<file path="config.mk">
export PLATFORM = sky130hd
export DESIGN_NAME = rcm_svm_seq
export DESIGN_NICKNAME = d
export VERILOG_FILES = /design/src/rtl/rcm_pkg.sv /design/src/rtl/rcm_lfsr.sv /design/src/rtl/rcm_slot_pick.sv /design/src/rtl/rcm_pattern.sv /design/src/rtl/rcm_svm_seq.sv
export SDC_FILE = /design/constraint.sdc
export NUM_CORES = 1
export LEC_CHECK = 0
export ABC_AREA = 1
export ABC_CLOCK_PERIOD_IN_PS = 2800
export BUFFER_PORTS_ARGS = -buffer_cell sky130_fd_sc_hd__clkbuf_2
export CELL_PAD_IN_SITES_DETAIL_PLACEMENT = 0
export CELL_PAD_IN_SITES_GLOBAL_PLACEMENT = 2
export CORE_UTILIZATION = 30
export CTS_CLUSTER_SIZE = 25
export DETAILED_ROUTE_END_ITERATION = 12
export HOLD_SLACK_MARGIN = 0.12
export MAX_ROUTING_LAYER = met4
export PLACE_DENSITY_LB_ADDON = 0.25
export REMOVE_ABC_BUFFERS = 1
export SLEW_MARGIN = 30
export SYNTH_ARGS = -nofsm -noshare
export SYNTH_HDL_FRONTEND = slang
export SYNTH_SLANG_ARGS = --single-unit
</file>
<file path="constraint.sdc">
create_clock -name clk -period 2.8 [get_ports clk]
set_input_delay 0.14 -clock clk [delete_from_list [all_inputs] [get_ports clk]]
set_output_delay 0.14 -clock clk [all_outputs]
set_load 0.05 [all_outputs]
</file>
<file path="src/rtl/rcm_pkg.sv">
package rcm_pkg;

    // Role of a slot inside a half carrier period.
    typedef enum logic [1:0] {
        SLOT_FILL = 2'd0,
        SLOT_A    = 2'd1,
        SLOT_B    = 2'd2
    } slot_kind_e;

    localparam int unsigned SLOTS_PER_HALF = 4;
    localparam logic [2:0]  PARK_CODE      = 3'b100;

    // Leading half: fill, A, B, fill. Trailing half mirrors it: fill, B, A, fill.
    function automatic slot_kind_e kind_of(input logic trail, input logic [1:0] idx);
        slot_kind_e k;
        unique case (idx)
            2'd1:    k = trail ? SLOT_B : SLOT_A;
            2'd2:    k = trail ? SLOT_A : SLOT_B;
            default: k = SLOT_FILL;
        endcase
        return k;
    endfunction

    function automatic logic one_high(input logic [2:0] c);
        return (c == 3'b100) || (c == 3'b010) || (c == 3'b001);
    endfunction

    function automatic logic two_high(input logic [2:0] c);
        return (c == 3'b110) || (c == 3'b011) || (c == 3'b101);
    endfunction

endpackage

</file>
<file path="src/rtl/rcm_lfsr.sv">
module rcm_lfsr #(
    parameter int unsigned           WIDTH = 16,
    parameter logic [WIDTH-1:0]      TAPS  = 16'hB400,
    parameter logic [WIDTH-1:0]      SEED  = 16'hACE1
) (
    input  logic clk,
    input  logic rst_n,
    input  logic step,
    output logic fb_bit
);

    logic [WIDTH-1:0] state_d, state_q;

    always_comb begin
        fb_bit  = ^(state_q & TAPS);
        state_d = step ? {state_q[WIDTH-2:0], fb_bit} : state_q;
    end

    always_ff @(posedge clk or negedge rst_n) begin
        if (!rst_n) state_q <= SEED;
        else        state_q <= state_d;
    end

    // The register must never lock up in the all-zero state.
    assert_lfsr_alive_R5: assert property (@(posedge clk) disable iff (!rst_n)
        state_q != '0);

    // It only moves when a half period starts.
    assert_lfsr_idle_R5: assert property (@(posedge clk) disable iff (!rst_n)
        !step |=> $stable(state_q));

endmodule

</file>
<file path="src/rtl/rcm_slot_pick.sv">
module rcm_slot_pick
    import rcm_pkg::*;
#(
    parameter int unsigned CNT_W = 12
) (
    input  logic             trail,
    input  logic [2:0]       from_idx,
    input  logic [CNT_W-1:0] a_dur,
    input  logic [CNT_W-1:0] b_dur,
    input  logic [CNT_W-1:0] fill_dur,
    output logic             found,
    output logic [1:0]       slot,
    output logic [CNT_W-1:0] dur
);

    logic [SLOTS_PER_HALF-1:0][CNT_W-1:0] slot_dur;
    logic [SLOTS_PER_HALF-1:0]            live;

    for (genvar g = 0; g < SLOTS_PER_HALF; g++) begin : g_slot
        slot_kind_e k;
        assign k           = kind_of(trail, 2'(g));
        assign slot_dur[g] = (k == SLOT_A) ? a_dur :
                             (k == SLOT_B) ? b_dur : fill_dur;
        assign live[g]     = (slot_dur[g] != '0) && (3'(g) >= from_idx);
    end

    // Lowest-numbered live slot at or after from_idx wins.
    always_comb begin
        found = |live;
        slot  = '0;
        dur   = '0;
        for (int i = int'(SLOTS_PER_HALF) - 1; i >= 0; i--) begin
            if (live[i]) begin
                slot = 2'(i);
                dur  = slot_dur[i];
            end
        end
    end

endmodule

</file>
<file path="src/rtl/rcm_pattern.sv">
module rcm_pattern
    import rcm_pkg::*;
(
    input  logic       trail,
    input  logic       rb,
    input  logic [1:0] slot,
    input  logic [2:0] a_code,
    input  logic [2:0] b_code,
    output logic [2:0] code
);

    always_comb begin
        unique case (kind_of(trail, slot))
            SLOT_A:  code = a_code;
            SLOT_B:  code = b_code;
            default: code = rb ? a_code : b_code;
        endcase
    end

endmodule

</file>
<file path="src/rtl/rcm_svm_seq.sv">
module rcm_svm_seq
    import rcm_pkg::*;
#(
    parameter int unsigned         CNT_W     = 12,
    parameter int unsigned         NH_W      = 4,
    parameter int unsigned         LFSR_W    = 16,
    parameter logic [LFSR_W-1:0]   LFSR_TAPS = 16'hB400,
    parameter logic [LFSR_W-1:0]   LFSR_SEED = 16'hACE1
) (
    input  logic             clk,
    input  logic             rst_n,
    input  logic             load_vld,
    input  logic [CNT_W-1:0] a_cnt,
    input  logic [CNT_W-1:0] b_cnt,
    input  logic [CNT_W-1:0] fill_cnt,
    input  logic [2:0]       a_code,
    input  logic [2:0]       b_code,
    input  logic [NH_W-1:0]  n_half,
    output logic             sample_req,
    output logic [2:0]       phase_state
);

    localparam logic [CNT_W-1:0] ONE_CNT = CNT_W'(1);
    localparam logic [NH_W-1:0]  ONE_NH  = NH_W'(1);

    typedef struct packed {
        logic             run;
        logic             trail;
        logic             rb;
        logic [1:0]       slot;
        logic [CNT_W-1:0] left;
        logic [NH_W-1:0]  hcnt;
        logic [NH_W-1:0]  nblk;
        logic [CNT_W-1:0] ta;
        logic [CNT_W-1:0] tb;
        logic [CNT_W-1:0] tf;
        logic [2:0]       sa;
        logic [2:0]       sb;
        logic             req;
    } seq_t;

    seq_t s_d, s_q;

    logic             load_ok, expire, new_half, at_block, take, next_trail, fb_bit;
    logic             rest_found, head_found;
    logic [1:0]       rest_slot, head_slot;
    logic [CNT_W-1:0] rest_dur, head_dur;
    logic [CNT_W-1:0] sel_ta, sel_tb, sel_tf;
    logic [2:0]       rest_from, live_code;
    logic [NH_W-1:0]  n_eff;

    // ---------------- event decode ----------------
    assign load_ok    = load_vld && one_high(a_code) && two_high(b_code);
    assign expire     = s_q.run && (s_q.left == ONE_CNT);
    assign rest_from  = {1'b0, s_q.slot} + 3'd1;
    assign new_half   = s_q.run ? (expire && !rest_found) : load_ok;
    assign at_block   = !s_q.run || (s_q.hcnt == s_q.nblk - ONE_NH);
    assign take       = new_half && at_block && load_ok;
    assign next_trail = s_q.run ? !s_q.trail : 1'b0;
    assign n_eff      = (n_half == '0) ? ONE_NH : n_half;
    assign sel_ta     = take ? a_cnt    : s_q.ta;
    assign sel_tb     = take ? b_cnt    : s_q.tb;
    assign sel_tf     = take ? fill_cnt : s_q.tf;

    // Next live slot later in the current half.
    rcm_slot_pick #(.CNT_W(CNT_W)) u_rest (
        .trail    (s_q.trail),
        .from_idx (rest_from),
        .a_dur    (s_q.ta),
        .b_dur    (s_q.tb),
        .fill_dur (s_q.tf),
        .found    (rest_found),
        .slot     (rest_slot),
        .dur      (rest_dur)
    );

    // First live slot of the half that starts next, with the counts it will use.
    rcm_slot_pick #(.CNT_W(CNT_W)) u_head (
        .trail    (next_trail),
        .from_idx (3'd0),
        .a_dur    (sel_ta),
        .b_dur    (sel_tb),
        .fill_dur (sel_tf),
        .found    (head_found),
        .slot     (head_slot),
        .dur      (head_dur)
    );

    rcm_lfsr #(
        .WIDTH (LFSR_W),
        .TAPS  (LFSR_TAPS),
        .SEED  (LFSR_SEED)
    ) u_lfsr (
        .clk    (clk),
        .rst_n  (rst_n),
        .step   (new_half),
        .fb_bit (fb_bit)
    );

    rcm_pattern u_pattern (
        .trail  (s_q.trail),
        .rb     (s_q.rb),
        .slot   (s_q.slot),
        .a_code (s_q.sa),
        .b_code (s_q.sb),
        .code   (live_code)
    );

    // ---------------- next state ----------------
    always_comb begin
        s_d     = s_q;
        s_d.req = 1'b0;
        if (new_half) begin
            s_d.run   = 1'b1;
            s_d.trail = next_trail;
            s_d.rb    = fb_bit;
            if (head_found) begin
                s_d.slot = head_slot;
                s_d.left = head_dur;
            end else begin
                s_d.slot = 2'd0;
                s_d.left = ONE_CNT;
            end
            if (at_block) begin
                s_d.hcnt = '0;
                s_d.nblk = n_eff;
                s_d.req  = 1'b1;
            end else begin
                s_d.hcnt = s_q.hcnt + ONE_NH;
            end
            if (take) begin
                s_d.ta = a_cnt;
                s_d.tb = b_cnt;
                s_d.tf = fill_cnt;
                s_d.sa = a_code;
                s_d.sb = b_code;
            end
        end else if (s_q.run) begin
            if (expire) begin
                s_d.slot = rest_slot;
                s_d.left = rest_dur;
            end else begin
                s_d.left = s_q.left - ONE_CNT;
            end
        end
    end

    always_ff @(posedge clk or negedge rst_n) begin
        if (!rst_n) begin
            s_q      <= '0;
            s_q.nblk <= ONE_NH;
            s_q.sa   <= PARK_CODE;
            s_q.sb   <= 3'b110;
        end else begin
            s_q <= s_d;
        end
    end

    assign sample_req  = s_q.req;
    assign phase_state = s_q.run ? live_code : PARK_CODE;

    // ---------------- assertions ----------------
    assert_no_zero_vector_R1: assert property (@(posedge clk) disable iff (!rst_n)
        s_q.run |-> (phase_state != 3'b000) && (phase_state != 3'b111));

    assert_slot_live_R9: assert property (@(posedge clk) disable iff (!rst_n)
        s_q.run |-> (s_q.left != '0));

    assert_req_at_block_start_R6: assert property (@(posedge clk) disable iff (!rst_n)
        sample_req |-> (s_q.hcnt == '0) && s_q.run);

    assert_times_held_R6: assert property (@(posedge clk) disable iff (!rst_n)
        (s_q.run && !sample_req) |-> $stable({s_q.ta, s_q.tb, s_q.tf, s_q.sa, s_q.sb}));

    assert_block_count_R7: assert property (@(posedge clk) disable iff (!rst_n)
        s_q.run |-> (s_q.hcnt < s_q.nblk) && (s_q.nblk != '0));

    assert_park_idle_R8: assert property (@(posedge clk) disable iff (!rst_n)
        !s_q.run |-> (phase_state == PARK_CODE) && !sample_req);

    assert_codes_legal_R11: assert property (@(posedge clk) disable iff (!rst_n)
        s_q.run |-> one_high(s_q.sa) && two_high(s_q.sb));

endmodule

</file>
==> metrics.md <==
| Metric | Value |
|---|---|
| Final setup viols | 14 |
| CP arrival | 3.53 ns |
| Clk_skew | 0.01156 ns |
| Clk buf depth | 2 |
| DRC | 0 |
| Syn Inst Count | 851 |
| Routed WL per cell | 16.38 µm |
| Vias/cell | 4.899 |
| Total Routing Usage GR | 23.82% |
| Critical setup path kind | reg2reg |
| Global route overflow | 0 |
| H-tree depth | 3 |
| Total via count in the routed design | 6,579 |
| Critical Path Sink Type | flip-flop |
| Vias in the first global route | 6,493 |
| I/O Pins | 53 |
| Finished Layout Cells | 1,343 |
| DP Area | 7284 µm² |
| Post-route ant nets | 0 |
| Storage cell area | 2118 µm² |
| DIE WIDTH | 139.5 µm |
| Initial Utilization | 31.06% |
| DIE HEIGHT | 139.5 µm |
| Mapped Area | 5675 µm² |
| CTS clk-pin slew, worst paths | 0.07 ns |
| Primary FF master, synth | dfrtp_1 |
| Dominant cell type by area after synthesis | dfrtp_1 |
| Relative slew slack | 53.63% |
| Max cap viols | 0 |
| CP Data Required Time | 3.08 ns |
| Seq/Total Area, Yosys | 37.30% |
| Total CTS buffers | 9 |
| Fmax | 308.2 MHz |
| Synth Register Bits | 84 |
| Nets | 1,163 |
| Worst-path maximum fanout | 6 |
| Peak supply drop | 0.0003333 V |
| Ys Warns | 0 |
| Reg2Reg Setup Slack | -0.44 ns |
| Slew Viols, Final | 0 |
| Fin crit share | 115.9% |
| Share of layout cells above drive strength 1 | 33.87% |
| Layout fillers | 1,869 |
| Most common cell after layout, fill and taps aside | nand2_1 |
| Synth top area share | 31.75% |
| First-pass GRT wire length | 34.80 mm |
| Pin count of the biggest net entering global routing | 44 |
| Unrepaired setup endpoints after global routing | true |
| Detailed placer's ending HPWL | 16.09 mm |
| DR pass1 iterations | 6 |
| PwrDens | 929.1 nW/µm² |
| Clock Sinks | 84 |
| Area of the multi-input gates | 3289 µm² |
| Yosys cell types | 36 |
| Status | complete, but fails checks |
| Initial antenna violation count | 1 |
| Minimum clock period | 3.245 ns |
| Final GP Congestion | 0.9659 |
| Ys async rst share | 100.0% |
| Failing checks | negative setup slack |
| Core area | 18,270 µm² |
| Placed cells | 1,243 |
| Worst Tran Pin Value | 0.6947 ns |
| EDFF count, synth | 0 |
| Clk_lat worst skew | 0.36 ns |
| TritonCTS clock tree | done |
| Total wire length | 22.00 mm |
| Critical Path Source Type | flip-flop |
| Detailed Route Iter0 Violations | 467 |
| Most frequent cells in the layout | 225 x nand2_1, 184 x buf_4, 101 x inv_1, 71 x dfrtp_1 |
| Port Buffers | 52 |
| Final Hold Violating Endpoints | 0 |
| Row count | 49 |
| Synth area leaders | dfrtp_1 32%, nand2_1 17%, inv_1 6.7%, o21ai_0 6.0%, dfstp_2 5.6% |
| Final worst slack | -0.4445 ns |
| Cell area after layout | 8691 µm² |
| Syn avg cell area | 6.669 µm² |
| Syn-to-layout area delta | 53.13% |
| Static leakage | 4.389 nW |
| Total die area | 19,470 µm² |
| HP Class | in2reg |
| Clock root cell | clkbuf_16 |
## cell usage after synthesis, types with 4 or more instances
master and instances:
dfstp_2 12, nand3_1 62, nor3_1 5, xor2_1 10
inv_1 101, clkbuf_1 25, buf_4 4, nand4_1 40
o22ai_1 10, dfrtp_1 72, nor2_1 67, o21ai_1 11
o21ai_0 68, nand2_1 260, ha_1 6, inv_2 4
a21oi_1 53, buf_2 7, xnor2_1 5
## worst paths after layout
path                                     from            endpoint  cells after the start
setup / recovery                      s_q[66]             s_q[57]                     23
hold / removal                    fill_cnt[2]              s_q[9]                      4
setup reg to reg                      s_q[66]             s_q[57]                     23
hold reg to reg            u_lfsr.state_q[15]  u_lfsr.state_q[15]                      2
max in group asynchronous               rst_n   u_lfsr.state_q[6]                      3
min in group asynchronous               rst_n  u_lfsr.state_q[14]                      2
## state kept, by name, summed over array words and instances, names as in the netlist
| register | count |
|---|---|
| s_q | 67 |
| u_lfsr.state_q | 16 |
| sample_req | 1 |
## worst max-delay path: stages (launching register included)
cell and delay [ns]:
dfrtp_2 0.46, clkinv_4 0.12, buf_8 0.15, nand2_2 0.06
nand2_2 0.06, buf_4 0.13, buf_4 0.12, buf_4 0.12
buf_4 0.12, buf_4 0.12, buf_4 0.13, buf_4 0.13
buf_4 0.13, buf_4 0.13, buf_4 0.12, buf_4 0.12
buf_4 0.12, buf_4 0.12, buf_4 0.12, nor2_1 0.12
a21oi_2 0.07, o21ai_1 0.14, a21oi_1 0.10, a21oi_2 0.16
## kinds of logic after synthesis
family / Yosys count / synth area share, %
adder cells (fa/ha/maj): 6 / 1.323
buffers and inverters: 145 / 10.41
flip-flops: 84 / 37.30
XOR/XNOR: 15 / 2.315
AND/OR/NAND/NOR: 448 / 34.28
AO/OA/AOI/OAI: 153 / 14.37
## final cells by class
cell class	instances	area share, %
antenna	1	0.02879
multi-input combinational	622	37.85
tap	229	3.297
inverter	105	4.650
clock buffer	10	2.635
timing repair buffer	286	26.53
sequential	84	24.37
clock inverter	6	0.6335
## through the flow
stage	setup WS (ns)	utilization, %	hold WS [ns]	power, mW	TNS (ns)
after floorplan	-1.060	-	-0.1556	3.923	-14.55
after global placement	-0.6543	39.86	0.1915	5.915	-8.122
after detailed placement	-0.6708	39.87	0.2024	5.943	-8.323
after CTS	-0.3841	46.18	0.1536	7.739	-4.664
after global routing	-0.6096	47.57	0.1634	8.632	-7.724
final	-0.4445	47.57	0.1586	8.075	-4.805
## repair_timing
| action | CTS | global route |
|---|---|---|
| hold endpoints to repair | 61 | 0 |
| hold buffers | 31 | 0 |
| pin swaps | 32 | 21 |
| gates cloned | 1 | 2 |
| setup buffers | 46 | 4 |
| setup endpoints to repair | 17 | 27 |
| gates resized for setup | 66 | 56 |
## routing by layer
metal	share of wire (%)	GRT usage, %
met1	49	33.48
met2	45	36.66
met3	4.2	2.271
met4	1.6	6.073
met5	0	-
## report_power, final
| part | switching [mW] | leakage [nW] | internal [mW] |
|---|---|---|---|
| Sequential | 0.190 | 0.998 | 1.53 |
| Clock | 0.581 | 0.140 | 0.622 |
| Combinational | 2.82 | 3.25 | 2.33 |
Note: power is estimated with default switching activity, not from simulation.
